## config.mk

```make
export PLATFORM = sky130hd
export DESIGN_NAME = sio_irq_arbiter
export DESIGN_NICKNAME = d
export VERILOG_FILES = /design/src/rtl/sio_irq_arbiter.sv
export SDC_FILE = /design/constraint.sdc
export NUM_CORES = 1
export LEC_CHECK = 0
export CELL_PAD_IN_SITES_DETAIL_PLACEMENT = 0
export CELL_PAD_IN_SITES_GLOBAL_PLACEMENT = 1
export CORE_ASPECT_RATIO = 0.6
export CORE_MARGIN = 2
export CORE_UTILIZATION = 37
export CTS_BUF_LIST = sky130_fd_sc_hd__clkbuf_4 sky130_fd_sc_hd__clkbuf_8 sky130_fd_sc_hd__clkbuf_16
export CTS_CLUSTER_SIZE = 24
export DETAILED_ROUTE_END_ITERATION = 8
export DONT_BUFFER_PORTS = 1
export PLACE_DENSITY = 0.62
export SETUP_SLACK_MARGIN = 0.3
export SLEW_MARGIN = 0
export SYNTH_ARGS = -nofsm -noshare
export SYNTH_HDL_FRONTEND = slang
export SYNTH_SLANG_ARGS = --single-unit
```

## constraint.sdc

```tcl
create_clock -name clk -period 3.85 [get_ports clk]
set_input_delay 0.5775 -clock clk [delete_from_list [all_inputs] [get_ports clk]]
set_output_delay 0.5775 -clock clk [all_outputs]
set_load 0.01 [all_outputs]
```

## src/rtl/sio_irq_arbiter.sv

```systemverilog
module sio_irq_arbiter (
  input  logic       clk,
  input  logic       rst_n,
  input  logic [5:0] req_stb,
  input  logic [1:0] rx_special,
  input  logic       ctl_we,
  input  logic       ctl_mie,
  input  logic       ctl_vis,
  input  logic       ctl_hi,
  input  logic       base_we,
  input  logic [7:0] base_wdata,
  input  logic       int_ack,
  input  logic       rst_ius,
  output logic       irq,
  output logic       pend_any,
  output logic [5:0] pend,
  output logic [7:0] vec_a,
  output logic [7:0] vec_b,
  output logic [7:0] ack_vec
);
  localparam int NSRC = 6;

  logic [NSRC-1:0] pend_q, ius_q, elig, win, top, ius_top;
  logic [1:0]      spec_q;
  logic [7:0]      base_q, ack_q;
  logic            mie_q, vis_q, hi_q;

  function automatic logic [NSRC-1:0] lowest(input logic [NSRC-1:0] v);
    logic [NSRC-1:0] r;
    r = '0;
    for (int i = NSRC - 1; i >= 0; i--)
      if (v[i]) r = NSRC'(1) << i;
    return r;
  endfunction

  function automatic logic [2:0] code_of(input logic [NSRC-1:0] oh, input logic [1:0] sp);
    logic [2:0] c;
    c = '0;
    for (int i = 0; i < NSRC; i++)
      if (oh[i]) begin
        c[2] = (i < 3);
        case (i % 3)
          0:       c[1:0] = {1'b1, sp[i / 3]};
          1:       c[1:0] = 2'b00;
          default: c[1:0] = 2'b01;
        endcase
      end
    return c;
  endfunction

  function automatic logic [7:0] modv(input logic [7:0] b, input logic [2:0] c, input logic h);
    return h ? {b[7], c[0], c[1], c[2], b[3:0]} : {b[7:4], c, b[0]};
  endfunction

  always_comb begin
    logic blk;
    blk = 1'b0;
    for (int i = 0; i < NSRC; i++) begin
      blk     = blk | ius_q[i];
      elig[i] = pend_q[i] & ~blk;
    end
  end

  assign win     = lowest(elig);
  assign top     = lowest(pend_q);
  assign ius_top = lowest(ius_q);

  assign irq      = |elig;
  assign pend_any = |pend_q;
  assign pend     = pend_q;
  assign vec_a    = base_q;
  assign vec_b    = pend_any ? modv(base_q, code_of(top, spec_q), hi_q) : base_q;
  assign ack_vec  = ack_q;

  always_ff @(posedge clk) begin
    if (!rst_n) begin
      pend_q <= '0;
      ius_q  <= '0;
      spec_q <= '0;
      base_q <= '0;
      ack_q  <= '0;
      mie_q  <= 1'b0;
      vis_q  <= 1'b0;
      hi_q   <= 1'b0;
    end else begin
      if (ctl_we) begin
        mie_q <= ctl_mie;
        vis_q <= ctl_vis;
        hi_q  <= ctl_hi;
      end
      if (base_we) base_q <= base_wdata;
      if (mie_q && req_stb[0]) spec_q[0] <= rx_special[0];
      if (mie_q && req_stb[3]) spec_q[1] <= rx_special[1];
      pend_q <= (pend_q & ~(int_ack ? win : '0)) | (mie_q ? req_stb : '0);
      ius_q  <= (ius_q & ~(rst_ius ? ius_top : '0)) | (int_ack ? win : '0);
      if (int_ack && irq)
        ack_q <= vis_q ? modv(base_q, code_of(win, spec_q), hi_q) : base_q;
    end
  end
endmodule


```

# Word-level counts from Yosys, hierarchy flattened
# Cells that the tools add are included.
# totals
register_bits,33
latchBits,0
ram_bits,0
rom_bits,0
out_inout_bits,32
elab_cells,74
n_memories,0
# op_classes
n_addsub,0
mul,0
div_mod_pow,0
n_lt_le_gt_ge,0
eq_ne,0
shift,0
n_mux,37
bitwise_logic,23
n_reduce_logical,5
# op_table
op,n
6-bit 2-to-1 mux,21
3-bit 2-to-1 mux,12
7-bit 2-to-1 mux,4
6-bit AND,2
6-bit inverter,2
6-bit OR,2
6-bit OR reduction,2
1-bit AND,6
1-bit inverter,6
1-bit OR,5
1-bit logical AND,3

# Depth between registers and ports, before layout
# depth
depth_word,21
mapped_depth,6

# Least setup slack after synthesis
# Ideal clock, no wire load.
# synth_path
path_type,register to output
startpoint,"reg pend_q[3], in the netlist pend[3]"
endpoint,out vec_b[5]
t_arrival_ns,1.499
required_time_ns,3.273
path_slack_ns,1.773
stages_incl_launch_ff,6
path_cell_list,dfxtp_1 -> buf_6 -> or4_1 -> o31ai_1 -> nand2_1 -> o21ai_0
# synth_between
elab_chain_len,12
elab_cells_between_ends,13
# synth_lines
item,line_no,source
"start, declared",23,"logic [NSRC-1:0] pend_q, ius_q, elig, win, top, ius_top;"
"start signal, assigned",94,pend_q <= (pend_q & ~(int_ack ? win : '0)) | (mie_q ? req_stb : '0);
6-bit 2-to-1 mux (4 in series),32,if (v[i]) r = NSRC'(1) << i;
3-bit 2-to-1 mux (6 in series),40,if (oh[i]) begin
7-bit 2-to-1 mux,52,"return h ? {b[7], c[0], c[1], c[2], b[3:0]} : {b[7:4], c, b[0]};"
7-bit 2-to-1 mux (*),72,"assign vec_b = pend_any ? modv(base_q, code_of(top, spec_q), hi_q) : base_q;"
"end, declared",18,"output logic [7:0] vec_b,"
# Every way passes the cells marked *; elsewhere a longest branch is shown, timed or not.

# Final worst setup path
# layout_path
startpoint,"reg pend_q[2], in the netlist pend[2]"
endpoint,out vec_b[4]
# layout_between
elab_chain_len,11
elab_cells_between_ends,12
# layout_lines
item,line_no
6-bit 2-to-1 mux (3 in series),32
3-bit 2-to-1 mux (6 in series),40
7-bit 2-to-1 mux,52
7-bit 2-to-1 mux (*),72
# Marked as above.

==> impl_results.md <==
- ANT cells: 0
- Count leader, synth: dfxtp_1
- Syn Area/Cell: 8.49 um2
- Post-Synth Adder-Cell Area: 0
- Core area: 0.00423 mm2
- Hold-fix buffers, CTS: 0
- H-tree Lvls: 2
- Die Width: 90.8 um
- Row count: 18
- Predominant post-synthesis flop cell: dfxtp_1
- Slew HR: 0.297
- Post-cts sizing count: 0
- Cell area after layout: 0.00179 mm2
- Mapped cell area: 0.00167 mm2
- Final Wtd Congestion: 0.793
- Peak supply drop: 0.242 mV
- Root buf cell: clkbuf_8
- Top cells by instance count after synthesis: dfxtp_1, nand2_1, nor2_1
- Reg clk slew, reported paths: 0.07 ns
- Critical Path AT: 1.98 ns
- Routed wire per std cell: 17.6 um
- Unrepaired setup endpoints after global routing: no
- DP Wirelength: 3350 um
- TritonRoute pass-1 iters: 4
- Synth Register Bits: 33
- Final Cycle Share: 0.664
- Total GRT Usage: 0.181
- Worst slew pin tran: 1.05 ns
- Vias in the first global route: 1336
- CP cell instances: or4_1 -> o31ai_1 -> nand2_1 -> o21ai_1
- Synth Area in Compound Gates: 0.248
- Final nets: 216
- Crit. path cell count: 4
- Clock sinks: 33
- Longest Clk Path Bufs: 2
- Syn nets: 222
- Run status: completed
- CTS Buf Count: 5
- P_leak: 0.665 nW
- Met3 Track Usage GR: 0.0772
- Top Usage Layer GRT: met1
- Die area: 0.00509 mm2
- Reg2reg start: ius_q[0]
- Crit-path max FO: 9
- Cell variety after synth: 46
- Largest family of logic cells by synthesized area: compound AO/OA/AOI/OAI gates
- DRT antenna net count: 0
- Dominant cell type by area after synthesis: dfxtp_1
- Ratio of cells with drive above 1 in the final layout: 0.0781
- CP Class: flip-flop to output port
- Drt initial violations: 57
- Final hold vios: 0
- Routed via count: 1437
- Initial antenna violation count: 0
- Synth warn: 0
- Reg2reg end: ack_vec[1]
- Vias per cell: 5.70
- Worst path max stage delay: 0.63 ns
- Post-synth EDFFs: 0
- Post-Syn Instances: 197
- Max Freq: 391 MHz
- Synth Area in XOR/XNOR: 0
- Largest net degree at the start of global routing: 33
- Final setup vio count: 0
- Drt total wl: 4420 um
- CP Data Required Time: 3.27 ns
- Worst Hold Class: input pin to flip-flop
- Simple-Gate Fraction of Synth Area: 0.233
- R2R depth: 4
- Synth async-reset ratio: 0
- Setup_tns: 0 ns
- Setup bufs post-CTS: 0
- Hold slack: 0.436 ns
- Layout Utilization: 0.423
- First-pass GRT wire length: 7180 um
- Global-route met2 utilization: 0.231
- I/O pin cnt: 57
- Synth top area share: 0.395
- Initial core utilization: 0.395
- WP buf/inv: 0
- Clk_skew: 0.00554 ns
- Met1 usage: 0.268
- Delay-heaviest family, CP: simple AND/OR/NAND/NOR gates
- Synth area leaders: dfxtp_1, mux2i_1, nand2_1
- Crit path launch: pend[2]
- CTS tree: done
- P&R area growth vs syn: 7.11%
- Total congestion overflow: 0
- Minimum clock period: 2.56 ns
- Mux contribution to synthesized area: 0.0658
- Die Ht: 56.1 um
- Post-Place Cell Area: 0.00167 mm2
- Max_cap viols: 0
- Pwr Density: 465 mW/mm2
- Buffers on Ports: 0
- Worst Setup EP: vec_b[4]
- Final Slew Violations: 0
- Setup crit end kind: output port
- DR DRC count: 0
- Post-synthesis sequential area ratio: 0.395
- Worst-Skew Late Latency: 0.29 ns
- Reg2reg setup slack: 1.93 ns
- Worst path slowest cell: or4_1
- Startpoint Class: flip-flop
[layer usage]
| layer | wire, um | vias up | share of wire |
|---|---|---|---|
| li1 | - | 711 | - |
| met1 | 2270 | 669 | 0.51 |
| met2 | 1710 | 52 | 0.39 |
| met3 | 409 | 5 | 0.092 |
| met4 | 32 | 0 | 0.0072 |
| met5 | 0 | - | 0 |
[worst min path at each step]
stage                  start         to  slack, ns  cells past startpoint
2_1_floorplan      spec_q[1]  spec_q[1]       0.45                      2
3_3_place_gp       spec_q[0]  spec_q[0]       0.47                      2
3_5_place_dp       spec_q[0]  spec_q[0]       0.49                      2
4_1_cts           req_stb[4]    pend[4]       0.43                      2
5_1_grt        base_wdata[3]   vec_a[3]       0.43                      2
6_report          req_stb[4]    pend[4]       0.44                      2
[sequential cells by signal (all words and copies together) (netlist names)]
| name | count |
|---|---|
| pend | 6 |
| spec_q | 2 |
| ack_vec | 8 |
| vis_q | 1 |
| vec_a | 8 |
| ius_q | 6 |
| hi_q | 1 |
| mie_q | 1 |
[cell usage in the layout (no fill, tap or decap), types with 2 or more instances in the layout]
cell type,instances
nor3_1,5
nand3b_1,2
nand2b_1,2
a311oi_1,2
nor2_1,20
dfxtp_1,33
nor3_2,2
clkbuf_8,6
o21a_1,2
o21ai_1,6
nor2b_1,4
a22oi_1,5
nand4_1,3
o21ai_0,8
mux2i_1,11
o31ai_1,2
inv_1,6
a211oi_1,2
or3b_1,2
o22a_1,2
o22ai_1,3
a31oi_1,2
nand2_1,22
nand3_1,6
a21oi_1,15
[final cells by class]
class / count / area [um2]
Tap cell: 60 / 75.1
Fill cell: 440 / 2440
Inverter: 6 / 22.5
Multi-Input combinational cell: 145 / 913
Clock buffer: 6 / 82.6
Sequential cell: 33 / 661
Clock inverter: 2 / 37.5
[power by group]
group | internal [mW] | leakage [nW] | total, mW | switching, mW
registers | 0.359 | 0.269 | 0.390 | 0.0314
clock network | 0.210 | 0.0574 | 0.342 | 0.131
logic | 0.0401 | 0.338 | 0.101 | 0.0609
[cell families after synthesis]
logic type             Yosys count
AND/OR/NAND/NOR                 75
multiplexers                    11
AO/OA/AOI/OAI                   59
flip-flops                      33
buffers and inverters           19
[per-stage QoR]
step / setup WS, ns / power (mW) / cells
after global placement: 1.61 / 0.497 / 244
final: 1.29 / 0.833 / 252
after floorplan: 1.77 / 0.481 / 197
after global routing: 1.16 / 0.877 / 252
after detailed placement: 1.62 / 0.499 / 244
after CTS: 1.30 / 0.843 / 252
(Power assumes the default switching activity.)
